**src/rtl/rtc_wdog_pkg.sv**
```systemverilog
package rtc_wdog_pkg;
  typedef enum logic [1:0] {
    SRC_FAST0 = 2'b00,
    SRC_FAST1 = 2'b01,
    SRC_SEC   = 2'b10,
    SRC_MIN   = 2'b11
  } wd_src_e;

  typedef enum logic [1:0] {
    MODE_OFF0 = 2'b00,
    MODE_OFF1 = 2'b01,
    MODE_OFF2 = 2'b10,
    MODE_WDOG = 2'b11
  } wd_mode_e;

  typedef struct packed {
    wd_mode_e mode;
    wd_src_e  src;
  } wd_cfg_t;
endpackage

```
**src/rtl/rtc_wdog_dec.sv**
```systemverilog
module rtc_wdog_dec #(
  parameter int AW = 8,
  parameter logic [AW-1:0] CFG_ADDR  = 8'h10,
  parameter logic [AW-1:0] CNT_ADDR  = 8'h11,
  parameter logic [AW-1:0] STOP_ADDR = 8'h01
) (
  input  logic [AW-1:0] addr_i,
  input  logic          wr_i,
  input  logic          rd_i,
  output logic          cfg_we_o,
  output logic          cnt_we_o,
  output logic          cfg_re_o,
  output logic          cnt_re_o,
  output logic          stop_re_o
);
  always_comb begin
    cfg_we_o  = wr_i && (addr_i == CFG_ADDR);
    cnt_we_o  = wr_i && (addr_i == CNT_ADDR);
    cfg_re_o  = rd_i && (addr_i == CFG_ADDR);
    cnt_re_o  = rd_i && (addr_i == CNT_ADDR);
    stop_re_o = rd_i && (addr_i == STOP_ADDR);
  end
endmodule

```
**src/rtl/rtc_wdog_cfg.sv**
```systemverilog
module rtc_wdog_cfg
  import rtc_wdog_pkg::*;
#(
  parameter int DW       = 8,
  parameter int MODE_LSB = 6,
  parameter int SRC_LSB  = 0
) (
  input  logic          clk_i,
  input  logic          rst_ni,
  input  logic          we_i,
  input  logic [DW-1:0] wdata_i,
  output wd_cfg_t       cfg_o,
  output logic [DW-1:0] rb_o
);
  wd_cfg_t cfg_q;

  always_ff @(posedge clk_i or negedge rst_ni) begin
    if (!rst_ni) begin
      cfg_q <= '{mode: MODE_OFF0, src: SRC_FAST0};
    end else if (we_i) begin
      cfg_q.mode <= wd_mode_e'(wdata_i[MODE_LSB +: 2]);
      cfg_q.src  <= wd_src_e'(wdata_i[SRC_LSB +: 2]);
    end
  end

  always_comb begin
    rb_o = '0;
    rb_o[MODE_LSB +: 2] = cfg_q.mode;
    rb_o[SRC_LSB +: 2]  = cfg_q.src;
  end

  assign cfg_o = cfg_q;

  p_cfg_hold_r2: assert property (@(posedge clk_i) disable iff (!rst_ni)
    !we_i |=> $stable(cfg_q));
endmodule

```
**src/rtl/rtc_wdog_cnt.sv**
```systemverilog
module rtc_wdog_cnt
  import rtc_wdog_pkg::*;
#(
  parameter int CW = 8
) (
  input  logic          clk_i,
  input  logic          rst_ni,
  input  logic          tick_i,
  input  wd_cfg_t       cfg_i,
  input  logic          load_i,
  input  logic [CW-1:0] load_val_i,
  input  logic          stop_i,
  output logic [CW-1:0] cnt_o,
  output logic          wd_rst_no
);
  localparam logic [CW-1:0] ONE = CW'(1);

  logic [CW-1:0] cnt_q;
  logic          fire_q;
  logic          tick_en;
  logic          expire;

  assign tick_en = tick_i && (cfg_i.src == SRC_SEC);
  // bus actions override the tick
  assign expire  = tick_en && (cnt_q == ONE) && !load_i && !stop_i;

  always_ff @(posedge clk_i or negedge rst_ni) begin
    if (!rst_ni) begin
      cnt_q <= '0;
    end else if (stop_i) begin
      cnt_q <= '0;
    end else if (load_i) begin
      cnt_q <= load_val_i;
    end else if (tick_en && (cnt_q != '0)) begin
      cnt_q <= cnt_q - ONE;
    end
  end

  always_ff @(posedge clk_i or negedge rst_ni) begin
    if (!rst_ni) begin
      fire_q <= 1'b0;
    end else if (expire && (cfg_i.mode == MODE_WDOG)) begin
      fire_q <= 1'b1;
    end else if (tick_en) begin
      fire_q <= 1'b0;
    end
  end

  assign cnt_o     = cnt_q;
  assign wd_rst_no = !fire_q;

  p_stop_clears_r7: assert property (@(posedge clk_i) disable iff (!rst_ni)
    stop_i |=> (cnt_o == '0));
  p_load_wins_r6: assert property (@(posedge clk_i) disable iff (!rst_ni)
    (load_i && !stop_i) |=> (cnt_o == $past(load_val_i)));
  p_decrement_r4: assert property (@(posedge clk_i) disable iff (!rst_ni)
    (tick_en && (cnt_o != '0) && !load_i && !stop_i) |=> (cnt_o == $past(cnt_o) - ONE));
  p_freeze_r4: assert property (@(posedge clk_i) disable iff (!rst_ni)
    (!tick_en && !load_i && !stop_i) |=> $stable(cnt_o));
  p_no_wrap_r5: assert property (@(posedge clk_i) disable iff (!rst_ni)
    ((cnt_o == '0) && !load_i) |=> (cnt_o == '0));
  p_fire_cause_r8: assert property (@(posedge clk_i) disable iff (!rst_ni)
    $fell(wd_rst_no) |-> ((cnt_o == '0) && ($past(cfg_i.mode) == MODE_WDOG)));
  p_release_r9: assert property (@(posedge clk_i) disable iff (!rst_ni)
    (!wd_rst_no && !tick_en) |=> !wd_rst_no);
endmodule

```
**src/rtl/rtc_wdog.sv**
```systemverilog
module rtc_wdog
  import rtc_wdog_pkg::*;
#(
  parameter int AW = 8,
  parameter int DW = 8,
  parameter int CW = 8,
  parameter logic [AW-1:0] CFG_ADDR  = 8'h10,
  parameter logic [AW-1:0] CNT_ADDR  = 8'h11,
  parameter logic [AW-1:0] STOP_ADDR = 8'h01
) (
  input  logic          clk_i,
  input  logic          rst_ni,
  input  logic [AW-1:0] addr_i,
  input  logic [DW-1:0] wdata_i,
  input  logic          wr_i,
  input  logic          rd_i,
  output logic [DW-1:0] rdata_o,
  input  logic          tick_i,
  output logic          wd_rst_no
);
  logic          cfg_we, cnt_we, cfg_re, cnt_re, stop_re;
  wd_cfg_t       cfg;
  logic [DW-1:0] cfg_rb;
  logic [CW-1:0] cnt;
  logic [DW-1:0] rdata_q;

  rtc_wdog_dec #(
    .AW(AW), .CFG_ADDR(CFG_ADDR), .CNT_ADDR(CNT_ADDR), .STOP_ADDR(STOP_ADDR)
  ) u_dec (
    .addr_i(addr_i), .wr_i(wr_i), .rd_i(rd_i),
    .cfg_we_o(cfg_we), .cnt_we_o(cnt_we), .cfg_re_o(cfg_re),
    .cnt_re_o(cnt_re), .stop_re_o(stop_re)
  );

  rtc_wdog_cfg #(.DW(DW)) u_cfg (
    .clk_i(clk_i), .rst_ni(rst_ni), .we_i(cfg_we), .wdata_i(wdata_i),
    .cfg_o(cfg), .rb_o(cfg_rb)
  );

  rtc_wdog_cnt #(.CW(CW)) u_cnt (
    .clk_i(clk_i), .rst_ni(rst_ni), .tick_i(tick_i), .cfg_i(cfg),
    .load_i(cnt_we), .load_val_i(wdata_i[CW-1:0]), .stop_i(stop_re),
    .cnt_o(cnt), .wd_rst_no(wd_rst_no)
  );

  always_ff @(posedge clk_i or negedge rst_ni) begin
    if (!rst_ni)     rdata_q <= '0;
    else if (cfg_re) rdata_q <= cfg_rb;
    else if (cnt_re) rdata_q <= DW'(cnt);
    else             rdata_q <= '0;
  end

  assign rdata_o = rdata_q;

  p_idle_zero_r10: assert property (@(posedge clk_i) disable iff (!rst_ni)
    !rd_i |=> (rdata_o == '0));
  p_count_rb_r3: assert property (@(posedge clk_i) disable iff (!rst_ni)
    cnt_re |=> (rdata_o == DW'($past(cnt))));
endmodule

```
**config.mk**
```make
export PLATFORM = sky130hd
export DESIGN_NAME = rtc_wdog
export DESIGN_NICKNAME = d
export VERILOG_FILES = /design/src/rtl/rtc_wdog_pkg.sv /design/src/rtl/rtc_wdog_dec.sv /design/src/rtl/rtc_wdog_cfg.sv /design/src/rtl/rtc_wdog_cnt.sv /design/src/rtl/rtc_wdog.sv
export SDC_FILE = /design/constraint.sdc
export NUM_CORES = 1
export LEC_CHECK = 0
export BUFFER_PORTS_ARGS = -buffer_cell sky130_fd_sc_hd__buf_2
export CAP_MARGIN = 20
export CORE_MARGIN = 5
export CORE_UTILIZATION = 30
export DETAILED_ROUTE_END_ITERATION = 8
export HOLD_SLACK_MARGIN = 0.06
export PLACE_DENSITY_LB_ADDON = 0.15
export SLEW_MARGIN = 40
export SYNTH_ARGS = -nofsm -noshare
export SYNTH_HDL_FRONTEND = slang
export SYNTH_SLANG_ARGS = --single-unit
```
**constraint.sdc**
```tcl
create_clock -name clk_i -period 4.06 [get_ports clk_i]
set_clock_uncertainty 0.05 [all_clocks]
set_input_delay 0.812 -clock clk_i [delete_from_list [all_inputs] [get_ports clk_i]]
set_output_delay 0.812 -clock clk_i [all_outputs]
set_load 0.01 [all_outputs]
```
== Yosys cells after proc, flatten, opt, wreduce, memory -nomap -nowiden ==
Cells that the tools add are included.

* Register bits: 21
* Input port bits: 21
* Output and inout port bits: 9
* Logic and storage cells: 36

* Add/subtract/negate cells: 1
* Eq/ne operators: 6
* Multiplexer cells: 7
* Reduce and logical (&&, ||, !) cells: 17

{| class="wikitable"
|+ Operator list
! cell !! count
|-
| $mux 8 || 5
|-
| $eq 8x1->1 const B || 2
|-
| $eq 8x5->1 const B || 2
|-
| $logic_and 1x1->1 || 11
|-
| $reduce_bool 8->1 || 1
|-
| $sub 8x1->8 const B || 1
|-
| $eq 2x2->1 const B || 2
|-
| $logic_not 1->1 || 3
|-
| $reduce_bool 3->1 || 1
|-
| $mux 1 || 2
|-
| $reduce_bool 2->1 || 1
|}

== Longest topological paths before layout ==
Gate-level depths: netlist (run 1).

* Depth in word-level cells: 7
* Depth in mapped cells: 6
* Gate-level depth less buffers: 6

== Hierarchy ==
From an unflattened synthesis (run 1), not the netlist that was laid out.

* Cells, all modules: 117
* Area total of the unflattened synthesis: 1242.4 um2

{| class="wikitable"
|+ Modules (own cells, without submodules)
! module !! times used !! cells an instance !! area an instance (um2) !! sequential area each (um2)
|-
| rtc_wdog_cnt || 1 || 67 || 646.9 || 225.2
|-
| rtc_wdog || 1 || 21 || 310.3 || 200.2
|-
| rtc_wdog_cfg || 1 || 17 || 209.0 || 100.1
|-
| rtc_wdog_dec || 1 || 12 || 76.3 || 0.0
|}

== Worst setup path after synthesis (run 1) ==
OpenSTA, ideal clock, no wires.

* Path kind: input-to-reg
* From: in addr_i[0]
* To: reg u_cnt.cnt_q[6], in the netlist u_cnt.cnt_o[6]
* Library setup time: 131 ps
* Arrival: 2005 ps
* Required time: 3879 ps
* Setup slack: 1875 ps
* Stages: 5
* Path buffers: 1
* Cells stage by stage: buf_2 nor3b_1 nand3_1 mux2i_1 o22ai_1

* Cells in the longest elaborated chain, start to end: 4
* Elaborated cells between the ends (all ways): 7
* Those cells by class: eq/ne (2); mux (2); reduce/logical (3)

{| class="wikitable"
|+ Ends and longest elaborated chain
! item !! line !! source
|-
| start: declaration || rtc_wdog.sv:13 || <nowiki>input logic [AW-1:0] addr_i,</nowiki>
|-
| $eq 8x5->1 || rtc_wdog_dec.sv:18 || <nowiki>cnt_we_o = wr_i && (addr_i == CNT_ADDR);</nowiki>
|-
| $logic_and 1x1->1 || rtc_wdog_dec.sv:18 ||
|-
| $mux 8 || rtc_wdog_cnt.sv:32 || <nowiki>end else if (load_i) begin</nowiki>
|-
| $mux 8 || rtc_wdog_cnt.sv:30 || <nowiki>end else if (stop_i) begin</nowiki>
|-
| end signal: assignment || rtc_wdog_cnt.sv:33 || <nowiki>cnt_q <= load_val_i;</nowiki>
|-
| end signal: assignment || rtc_wdog_cnt.sv:35 || <nowiki>cnt_q <= cnt_q - ONE;</nowiki>
|-
| end: declaration || rtc_wdog_cnt.sv:18 || <nowiki>logic [CW-1:0] cnt_q;</nowiki>
|}

Parallel ways exist; a longest one is shown, timed or not.
A chain may end at the register's enable or synchronous reset.

== Final worst setup path (run 1) ==
Same ends and word-level chain as after synthesis.

==> results of run 1 <==
-- layer usage --
metal / part of all wire, % / track usage (%)
met2: 46 / 17.9
met4: 2.1 / 5.22
met5: 0 / 0
met3: 8.6 / 3.84
met1: 43 / 13.9
-- cell type report --
class                           count  share of cell area (%)
Multi-Input combinational cell     82                    42.3
Inverter                            3                   0.826
Tap cell                           48                    4.40
Sequential cell                    21                    38.5
Clock buffer                        4                    3.30
Timing Repair Buffer               29                    10.6
-- registers in the layout (all words and copies together), names as in the netlist --
signal and count:
rdata_o 8, u_cfg.cfg_o 4, u_cnt.cnt_o 8, u_cnt.fire_q 1
-- final timing paths --
path,cells after the start,start,endpoint
setup / recovery,5,addr_i[0],u_cnt.cnt_o[6]
hold / removal,2,u_cnt.fire_q,u_cnt.fire_q
setup reg to reg,6,u_cnt.cnt_o[1],u_cnt.cnt_o[6]
hold reg to reg,2,u_cnt.fire_q,u_cnt.fire_q
max in group asynchronous,1,rst_ni,u_cnt.cnt_o[4]
min in group asynchronous,1,rst_ni,rdata_o[0]
-- layout by cell type (no fill, tap or decap), drive strengths merged, types with 2 or more instances in the layout --
cell type,instances
nor4,2
nor2,7
and3,2
mux2,5
o22ai,4
a21oi,2
and2,6
inv,3
nor3,2
nand3,3
nand2,8
clkbuf,4
nor3b,3
o311ai,2
a31oi,2
o21ai,7
dfrtp,21
mux2i,6
buf,29
ha,3
o31ai,2
-- metrics by stage --
stage	std cells	instance area (um^2)
finish	187	1360
global route	187	1360
CTS	187	1360
detailed placement	183	1320
global placement	183	1320
floorplan	108	1120
-- critical path, stage by stage --
cell	delay [ns]
buf_2	0.17
nor3b_1	0.46
nand3_1	0.46
mux2i_1	0.27
o22ai_1	0.12
-- cell families after synthesis --
kind of cell / after synthesis / synth area share (%)
buf+inv: 5 / 1.89
flops: 21 / 46.8
mux: 11 / 10.7
compound gates: 24 / 14.5
xor+xnor: 2 / 1.56
fa+ha+maj: 3 / 3.34
simple gates: 42 / 21.3
-- power by group through the flow --
| stage | clock [mW] | combinational (mW) | sequential (mW) |
|---|---|---|---|
| 3_5_place_dp | 0 | 0.170 | 0.280 |
| 6_report | 0.137 | 0.172 | 0.278 |
| 5_1_grt | 0.147 | 0.196 | 0.282 |
| 4_1_cts | 0.139 | 0.172 | 0.277 |
| 2_1_floorplan | 0 | 0.136 | 0.270 |
| 3_3_place_gp | 0 | 0.169 | 0.281 |
==> impl_metrics.yaml, run 1 <==
yosys:
  yosysTopAreaCell: "dfrtp_1"
  ys_warn_count: 0
  synth_common_cells: "dfrtp_1, nand2_1, nor2_1"
  synth_edf_count: 0
  synth_nets: 132
  yosysTopAreaCellShare_pct: 46.8
  synth_top_flop_cell: "dfrtp_1"
  yosysSeqAreaShare_pct: 46.8
  synth_area_mm2: 0.00112
  postSynthAreaPerCell_um2: 10.4
  yosys-top-cells-area: "dfrtp_1, mux2i_1, mux2_2"
  synth_cells: 108
  synthArstFlopShare_pct: 100
  synth_most_common_cell: "dfrtp_1"
  ys_ff_latch: 21
  yosysUniqueCellTypes: 39
cells_and_area:
  utilization_pct: 37.5
  synthToLayoutAreaGrowth_pct: 21.4
  fill_cells: 394
  final_nets: 164
  drive_gt1_share_pct: 28.8
  multi_input_area_um2: 577
  seq_area_um2: 526
  diodes: 0
drt:
  drt-total-wl_mm: 2.69
  vias_per_cell: 5.12
  wl_per_cell_um: 14.4
  drt_iter0_markers: 23
  vias: 958
  antenna_left: 0
  drc: 0
  dr.pass1.iters: 4
clock_tree:
  root_buffer: "clkbuf_8"
  cts_sinks: 21
  clkLatencyLatePin_ns: 0.26
  post_cts_buffers: 0
  ctsResizeCount: 0
  cts.path.max_buffers: 2
  h-tree-depth: 1
  hold_buffers: 0
  cts_made_buffers: 3
  cts_tree: "built"
  clk_pin_slew_ns: 0.08
floorplanning:
  core_region_area_mm2: 0.00363
  die_area_mm2: 0.00507
  ios: 30
  die_h_um: 71.2
  die_w_um: 71.2
  start_util_pct: 30.9
  std_cell_rows: 22
power_and_ir_drop:
  peakVddDrop_mv: 0.112
  p_clk_share_pct: 23.4
  power_frac_seq_pct: 47.3
  p_int_mw: 0.386
  netSwitchingPower_mw: 0.201
  power_leakage_nw: 0.656
  sw_frac_of_total_pct: 34.3
  power_frac_comb_pct: 29.3
  finalPower_mw: 0.587
  power-per-cell-area_mw_per_mm2: 431
global_route:
  grt_pass1_wl_mm: 4.55
  grt_util_all_layers_pct: 11.3
  grt_antenna_before_repair: 0
  grt_overflow_total: 0
  grt_pass1_vias: 1037
  grt_start_max_net_pins: 22
placement:
  dpl_worst_slack_ns: 1.59
  dp_hpwl_mm: 2.16
  place_congestion: 0.814
  portBuffers: 29
sta:
  finalHoldViolations: 0
  max_freq_mhz: 448
  worst_slack_ns: 1.83
  timing.final.crit_share_pct: 55.0
  whs_ns: 0.431
  maxSlewHeadroom_pct: 66.5
  tightest_slew_ns: 0.502
  setup_viol: 0
  drv_slew: 0
  rsz0062_at_grt: "no"
  fin_crit_ns: 2.23
  finalSetupTns_ns: 0
worst_hold_path:
  hold_class: "reg2reg"
job:
  cap_violations: 0
setup_path:
  path_class: "in2reg"
  crit_required_ns: 4.13
  setup.worst_path.end_class: "flip-flop"
  worstPathArrival_ns: 2.31
  r2r_slack_ns: 2.04
  crit_fanout: 10
  start_kind: "input pin"
run_status:
  outcome: "finished, final reports clean"
(Power assumes the default switching activity.)
==> run 2, diff against run 1 <==
- ABC_AREA: unset -> 1
- clock period: 4.06 -> 1.9 ns (I/O delays scaled with it)
==> run 2 against run 1 <==
Effect of this change: count of clock-buffer cells in the layout stayed put; sequential power is 82% higher; total power is 86% higher; global-route usage is 0.84 points higher; wire length is 15% higher; worst hold slack worse by 0.14 ns; register-to-register slack worse by 1.7 ns; first-iteration DRC count grew to 2.6 times the previous value; largest power group unchanged; setup slack worse by 1.5 ns; sequential share of layout area is 3.6 points lower; core utilization is 0.063 points higher.
==> impl_metrics.yaml, run 2 <==
run_status:
  outcome: "finished, final reports clean"
sta:
  finalHoldViolations: 0
  tightest_slew_ns: 0.472
  maxSlewHeadroom_pct: 68.5
  worst_slack_ns: 0.373
  drv_slew: 0
  timing.final.crit_share_pct: 80.3
  setup_viol: 0
  max_freq_mhz: 655
  fin_crit_ns: 1.53
  rsz0062_at_grt: "no"
  whs_ns: 0.296
  finalSetupTns_ns: 0
yosys:
  synth_edf_count: 0
  synthArstFlopShare_pct: 100
  synth_cells: 164
  yosysUniqueCellTypes: 21
  yosysTopAreaCell: "dfrtp_1"
  synth_top_family_by_area: "simple AND/OR/NAND/NOR gates"
  synth_area_mm2: 0.00124
  synth-simple-area-share_pct: 38.8
  synthMuxAreaShare_pct: 0
  synth_nets: 188
  synth_most_common_cell: "nand2_1"
  synth_common_cells: "nand2_1, dfrtp_1, inv_1, nor2_1, nand4_1"
  synth_top_flop_cell: "dfrtp_1"
  synthAdderAreaFrac_pct: 3.02
  synth-compound-area-share_pct: 7.14
  yosys-top-cells-area: "dfrtp_1, nand2_1, nand4_1"
  ys_ff_latch: 21
  yosysSeqAreaShare_pct: 42.2
  ys_warn_count: 0
  postSynthAreaPerCell_um2: 7.59
  yosysTopAreaCellShare_pct: 42.2
  synth-xor-area-share_pct: 0.704
clock_tree:
  cts_made_buffers: 3
  cts.path.max_buffers: 2
  clkLatencyLatePin_ns: 0.26
  cts_tree: "built"
  root_buffer: "clkbuf_8"
  clk_pin_slew_ns: 0.07
  h-tree-depth: 1
  cts_sinks: 21
cells_and_area:
  final_common_cell: "nand2_1"
  utilization_pct: 37.6
  synthToLayoutAreaGrowth_pct: 20.8
  multi_input_area_um2: 618
  fin_cells: 248
  diodes: 0
  final_cell_mix: "nand2_1, buf_2, inv_1, dfrtp_1, nor2_1"
  drive_gt1_share_pct: 22.7
  seq_area_um2: 526
  fill_cells: 443
  final_nets: 223
global_route:
  grt_pass1_wl_mm: 5.15
  grt_start_max_net_pins: 22
  grt_antenna_before_repair: 0
  grt_util_all_layers_pct: 12.2
  grt_pass1_vias: 1159
  grt_overflow_total: 0
setup_path:
  cp-startpoint: "u_cnt.cnt_o[0]"
  worstReg2RegStart: "u_cnt.cnt_o[0]"
  r2r_slack_ns: 0.37
  start_kind: "flip-flop"
  path_class: "reg2reg"
  endpoint: "u_cnt.cnt_o[0]"
  crit_fanout: 8
  crit_required_ns: 2.03
  reg2reg_depth: 7
  setup.worst_path.end_class: "flip-flop"
  timing.rr.end: "u_cnt.cnt_o[0]"
  worstPathArrival_ns: 1.66
drt:
  vias: 1173
  drt_iter0_markers: 59
  drt-total-wl_mm: 3.10
  drc: 0
  antenna_left: 0
  dr.pass1.iters: 4
  vias_per_cell: 4.73
  wl_per_cell_um: 12.5
placement:
  dp_hpwl_mm: 2.48
  portBuffers: 29
  place_inst: 243
  dpl_worst_slack_ns: 0.227
  place_congestion: 0.907
floorplanning:
  die_h_um: 74.4
  die_area_mm2: 0.00554
  start_util_pct: 31.1
  std_cell_rows: 23
  ios: 30
  core_region_area_mm2: 0.00400
  die_w_um: 74.4
worst_hold_path:
  hold_class: "in2reg"
power_and_ir_drop:
  power-per-cell-area_mw_per_mm2: 725
  power_leakage_nw: 0.810
  peakVddDrop_mv: 0.277
job:
  cap_violations: 0
## run 2: worst min path at each step
| stage | from | end | slack, ns | cells after the start |
|---|---|---|---|---|
| after floorplan | rst_ni | rdata_o[0] | 0.03 | 0 |
| final | wdata_i[6] | u_cfg.cfg_o[2] | 0.30 | 3 |
| after CTS | wdata_i[6] | u_cfg.cfg_o[2] | 0.29 | 3 |
| after global routing | wdata_i[0] | u_cfg.cfg_o[0] | 0.30 | 3 |
| after global placement | rst_ni | rdata_o[6] | 0.31 | 1 |
| after detailed placement | rst_ni | rdata_o[0] | 0.32 | 1 |
## run 2: timing repair
action / 4_1_cts / 5_1_grt
hold buffers: 1 / 0
setup buffers: 0 / 0
gates resized for setup: 0 / 0
hold endpoints to repair: 21 / 0
## run 2: cell type report
cell class | instances | area share, %
timing repair buffer | 31 | 10.8
clock buffer | 4 | 3.00
multi-input combinational | 118 | 41.1
inverter | 24 | 5.99
sequential | 21 | 34.9
tap | 50 | 4.16
## run 2: cell families after synthesis
logic type,after synthesis
AND/OR/NAND/NOR,99
buffers and inverters,25
flip-flops,21
AO/OA/AOI/OAI,15
adder cells (fa/ha/maj),3
XOR/XNOR,1
## run 2: metal layers
| layer | track usage [%] | vias up | part of all wire, % |
|---|---|---|---|
| li1 | - | 596 | - |
| met1 | 15.1 | 532 | 46 |
| met2 | 20.5 | 39 | 47 |
| met3 | 1.62 | 6 | 5.3 |
| met4 | 6.52 | 0 | 2.6 |
| met5 | 0 | - | 0 |
## run 2: through the flow
stage	cell area (um^2)	power (mW)
3_3_place_gp	1450	0.803
4_1_cts	1500	1.11
6_report	1500	1.09
2_1_floorplan	1240	0.711
5_1_grt	1500	1.17
3_5_place_dp	1450	0.805
## run 2: critical path, cell delays in order, from the launching register on
cell and delay, ns:
dfrtp_1 0.42, inv_1 0.17, ha_1 0.20, nand2_2 0.07
o21bai_4 0.16, buf_4 0.17, nand4_1 0.10, o21ai_1 0.12
## run 2: power by group
group,leakage [nW],internal [mW],switching [mW]
registers,0.285,0.472,0.0349
logic,0.502,0.110,0.182
clock network,0.0228,0.149,0.142
